`src/rtl/i2c_addr_match.sv`:
```
module i2c_addr_match (
  input  logic       clk,
  input  logic       rst_n,
  input  logic       start_evt,
  input  logic       byte_valid,
  input  logic [7:0] rx_byte,
  input  logic [2:0] slot_en,
  input  logic [2:0] slot_ten,
  input  logic [9:0] slot0_addr,
  input  logic [9:0] slot1_addr,
  input  logic [9:0] slot2_addr,
  input  logic       gc_en,
  input  logic       devid_en,
  input  logic       host_en,
  output logic       match,
  output logic [2:0] match_kind,
  output logic       rd,
  output logic       ack_req,
  output logic       rx_full,
  output logic       tx_empty
);
  typedef enum logic [1:0] {S_IDLE, S_FIRST, S_SECOND, S_DONE} st_t;

  st_t        state;
  logic [9:0] addr [3];
  logic [2:0] hit7, hdr, hit10, cand, own_mask;
  logic [2:0] own_kind, k1, k2;
  logic       own_valid, hit_q;
  logic       is_hdr;

  assign addr[0] = slot0_addr;
  assign addr[1] = slot1_addr;
  assign addr[2] = slot2_addr;
  assign is_hdr  = rx_byte[7:3] == 5'b11110;

  always_comb begin
    for (int i = 0; i < 3; i++) begin
      hit7[i]  = slot_en[i] & ~slot_ten[i] & (rx_byte[7:1] == addr[i][6:0]);
      hdr[i]   = slot_en[i] & slot_ten[i] & is_hdr & (rx_byte[2:1] == addr[i][9:8]);
      hit10[i] = cand[i] & (rx_byte == addr[i][7:0]);
    end
  end

  always_comb begin
    k1 = 3'd0;
    if (hit7[0])                                       k1 = 3'd1;
    else if (hit7[1])                                  k1 = 3'd2;
    else if (hit7[2])                                  k1 = 3'd3;
    else if (rx_byte[0] && own_valid && |(hdr & own_mask)) k1 = own_kind;
    else if (gc_en && rx_byte == 8'h00)                k1 = 3'd4;
    else if (devid_en && rx_byte[7:1] == 7'h7C)        k1 = 3'd5;
    else if (host_en && rx_byte[7:1] == 7'h08)         k1 = 3'd6;
  end

  always_comb begin
    k2 = 3'd0;
    if (hit10[0])      k2 = 3'd1;
    else if (hit10[1]) k2 = 3'd2;
    else if (hit10[2]) k2 = 3'd3;
  end

  always_ff @(posedge clk or negedge rst_n) begin
    if (!rst_n) begin
      state      <= S_IDLE;
      match      <= 1'b0;
      match_kind <= 3'd0;
      rd         <= 1'b0;
      hit_q      <= 1'b0;
      cand       <= 3'd0;
      own_valid  <= 1'b0;
      own_mask   <= 3'd0;
      own_kind   <= 3'd0;
    end else if (start_evt) begin
      state      <= S_FIRST;
      match      <= 1'b0;
      match_kind <= 3'd0;
      rd         <= 1'b0;
      hit_q      <= 1'b0;
    end else begin
      hit_q <= 1'b0;
      if (byte_valid) begin
        case (state)
          S_FIRST: begin
            if (!(is_hdr && rx_byte[0])) own_valid <= 1'b0;
            if (k1 != 3'd0) begin
              match      <= 1'b1;
              match_kind <= k1;
              rd         <= rx_byte[0];
              hit_q      <= 1'b1;
              state      <= S_DONE;
            end else if (!rx_byte[0] && |hdr) begin
              cand  <= hdr;
              state <= S_SECOND;
            end else begin
              state <= S_DONE;
            end
          end
          S_SECOND: begin
            state <= S_DONE;
            if (k2 != 3'd0) begin
              match      <= 1'b1;
              match_kind <= k2;
              rd         <= 1'b0;
              hit_q      <= 1'b1;
              own_valid  <= 1'b1;
              own_kind   <= k2;
              own_mask   <= 3'b001 << (k2 - 3'd1);
            end
          end
          default: ;
        endcase
      end
    end
  end

  assign ack_req  = hit_q;
  assign rx_full  = hit_q & ~rd;
  assign tx_empty = hit_q & rd;

  assert_ack_after_byte_R2: assert property (@(posedge clk) disable iff (!rst_n)
    ack_req |-> $past(byte_valid));
  assert_ack_with_match_R10: assert property (@(posedge clk) disable iff (!rst_n)
    ack_req |-> match);
  assert_read_pulse_R10: assert property (@(posedge clk) disable iff (!rst_n)
    tx_empty |-> (rd && $rose(match)));
  assert_match_hold_R11: assert property (@(posedge clk) disable iff (!rst_n)
    (match && !start_evt) |=> (match && $stable(match_kind) && $stable(rd)));
  assert_start_clear_R11: assert property (@(posedge clk) disable iff (!rst_n)
    start_evt |=> (!match && match_kind == 3'd0));
endmodule

```
`config.mk`:
```
export PLATFORM = sky130hd
export DESIGN_NAME = i2c_addr_match
export DESIGN_NICKNAME = d
export VERILOG_FILES = /design/src/rtl/i2c_addr_match.sv
export SDC_FILE = /design/constraint.sdc
export NUM_CORES = 1
export LEC_CHECK = 0
export ABC_AREA = 1
export BUFFER_PORTS_ARGS = -buffer_cell sky130_fd_sc_hd__buf_2
export CAP_MARGIN = 25
export CORE_ASPECT_RATIO = 0.7
export CORE_MARGIN = 2
export CORE_UTILIZATION = 54
export CTS_BUF_LIST = sky130_fd_sc_hd__clkbuf_2 sky130_fd_sc_hd__clkbuf_4 sky130_fd_sc_hd__clkbuf_8
export DETAILED_ROUTE_END_ITERATION = 8
export PLACE_DENSITY = 0.89
export SETUP_SLACK_MARGIN = 0.15
export SLEW_MARGIN = 20
export SYNTH_ARGS = -nofsm -noshare
export SYNTH_HDL_FRONTEND = slang
export SYNTH_SLANG_ARGS = --single-unit
```
`constraint.sdc`:
```
create_clock -name clk -period 1.7 [get_ports clk]
set_input_delay 0.085 -clock clk [delete_from_list [all_inputs] [get_ports clk]]
set_output_delay 0.085 -clock clk [all_outputs]
set_load 0.02 [all_outputs]
```
==> results.md <==
* Final WL at 7560 um
* DP HPWL at 5290 um
* Hold Slack at 51.8 ps
* Die W at around 78 um
* Unrepaired setup endpoints after global routing: yes
* P per Cell Area at ~420 nW/um2
* Min Tclk post-route at 1720 ps
* Setup-failing EPs final at 2
* Final Hold Vio Count at 0
* Switch Pwr at 426 uW
* Layout cells sized above 1 at 0.352
* Flop pwr share at 0.348
* Power Internal at ~760 uW
* Clk sinks at 17
* Tot Pwr at 1190 uW
* Routed len/inst at 15.6 um
* CTS tree: done
* First-pass GRT wire length at 11300 um
* Final core utilization at 0.784
* Data required, critical path at between 1500 and 2000 ps
* TritonRoute pass-1 iters at 6
* Row count at 18
* Switching share of power at 0.359
* Gate power share at 0.373
* Post-DRT Antenna Nets at 0
* DRC viols at 0
* Synthesized instance count at 348
* Clock Tree Buf Depth at 2
* Via Count at 2828
* Area leader, netlist: dfrtp_1
* Max Clk Rate at slightly below 0.6 GHz
* Slew HR at 0.722
* Status: complete, but fails checks
* Core area at approximately 3600 um2
* Overflow after GRT at 0
* Fin crit share at 1.01
* Multi-input gate area at 1480 um2
* Worst Setup End Kind: flop
* Clock network power share at 0.279
* Initial antenna violation count at 0
* Total global routing track utilization at 0.318
* Largest net degree at the start of global routing at 18
* Number of synthesized flops with an enable pin at 0
* Final worst slack at -20.4 ps
* Warnings from Yosys at 0
* Clk_lat worst skew at 260 ps
* Starting Density at 0.572
* Worst VDD drop at 571 uV
* IO Pins at 59
* Final Wtd Congestion at 0.989
* DR iter-0 viols at 420
* Synth area leaders: dfrtp_1 (21%), nand2_1 (18%), inv_1 (10%), nand3_1 (7.8%), nor2_1 (7.0%)
* Nets at between 400 and 500
* Vias per cell at 5.83
* Synth Flop Type: dfrtp_1
* Layout Skew at 8.39 ps
* Number of global-route vias before repair at 2402
* Synth top cells by count: nand2_1 (98), inv_1 (55), nor2_1 (38)
* Sequential area share after synthesis at 0.208
* Maxcap violations at 0
* Critical path fanouts, max at 3
* Most frequent cell after synthesis: nand2_1
* Post-synthesis register bit count at 17
* Asr flop ratio synth at 1.00
* Register-to-register setup slack at -20 ps
* Leak at 0.00161 uW
* Die H at 55.5 um
* Reg clk slew, reported paths at 70 ps
* Critical Path Start Type: flop
* H-tree levels at 1
* Root buf cell: clkbuf_8
* WP data arrival at around 1900 ps
* N_diodes at 0
* Total CTS buffers at 3
* Slew Limit Fails at 0
* Sequential cell area at 425 um2
* Critical path type: flop to flop
* Post-Syn Area at 2050 um2
* Failing checks: negative setup slack
* Fill count at 253
* Syn_nets at 401
* Yosys top cell area share at 0.208
* Syn Area/Cell at 5.88 um2
* Die Area at 4310 um2
* Tightest Hold Check Type: input port to flop
* # port buffers at 58
* Area Growth Syn to Fin at 37.1%
* Slew @ Worst Pin at 417 ps
* Synth cell types at 32
## power by group through the flow
stage	clock, uW	sequential, uW	combinational (uW)
3_5_place_dp	0	420	384
6_report	330	413	443
5_1_grt	340	413	480
3_3_place_gp	0	420	375
4_1_cts	317	412	389
2_1_floorplan	0	423	223
## sequential cells by signal, summed over array words and instances (netlist names)
signal      cells
ack_req         1
cand            3
match           1
match_kind      3
own_kind        2
own_mask        3
own_valid       1
rd              1
state           2
## path summary, 6_finish.rpt
check	startpoint	endpoint	depth (start not counted)
worst max-delay path	cand[1]	match_kind[0]	10
worst min-delay path	start_evt	match	2
worst min register to register	own_kind[0]	own_kind[0]	2
max in group asynchronous	rst_n	own_mask[0]	2
worst max register to register	cand[1]	match_kind[0]	10
min in group asynchronous	rst_n	cand[2]	2
## area by class of cell
class                           instances  area share
Clock buffer                            4      0.0174
Inverter                               59      0.0843
Multi-Input combinational cell        266       0.527
Sequential cell                        17       0.152
Tap cell                               50      0.0223
Timing Repair Buffer                   89       0.197
## cells by family after synthesis
kind of cell	Yosys count	share of synthesized area
AND/OR/NAND/NOR	226	0.528
buffers and inverters	65	0.132
AO/OA/AOI/OAI	28	0.0770
flip-flops	17	0.208
XOR/XNOR	10	0.0428
adder cells (fa/ha/maj)	2	0.0122
## repair_timing
item | in CTS | in global routing
hold buffers | 1 | 0
gates resized for setup | 5 | 55
endpoints found under the hold margin | 17 | 0
pin swaps | 5 | 21
setup endpoints to repair | 12 | 16
buffers inserted | 1 | 8
## critical path, cell delays in order, from the launching register on
cell,delay (ps)
dfrtp_1,390
o21ai_2,80
nor4_2,310
nand3_2,170
buf_4,170
nand4_1,110
nand2_2,130
nand2_2,80
nand2_1,50
nand4_1,70
nand2_1,50
## through the flow
| stage | std cells | cell area [um2] | setup TNS [ps] | worst slack [ps] |
|---|---|---|---|---|
| after floorplan | 348 | 2050 | 0 | 208 |
| after global placement | 471 | 2510 | -306 | -37.6 |
| after detailed placement | 471 | 2510 | -870 | -106 |
| after CTS | 477 | 2580 | 0 | 97.2 |
| after global routing | 485 | 2810 | -977 | -143 |
| final | 485 | 2810 | -37.4 | -20.4 |
## layout by cell type (no fill, tap or decap), types with 5 or more instances in the layout
cell type,Yosys,routed
inv_2,3,5
nand3_1,32,27
buf_2,1,53
a21oi_1,8,7
nand4_1,22,22
nand2_1,98,84
nor2_2,2,7
o21ai_2,3,5
nor3_1,12,11
o21ai_1,0,5
o21ai_0,12,5
dfrtp_1,17,17
inv_1,55,50
nand3_2,1,5
nand2_2,2,15
nor2_1,38,32
buf_4,4,29
xor2_1,8,8
nor2_4,4,5
## layer usage
metal / wire (um) / up-vias / part of all wire / track usage
li1: - / 1297 / - / -
met1: 2990 / 1241 / 0.40 / 0.467
met2: 3190 / 230 / 0.42 / 0.493
met3: 1000 / 60 / 0.13 / 0.0784
met4: 381 / 0 / 0.050 / 0.0204
met5: 0 / - / 0 / 0
(Power assumes the default switching activity.)
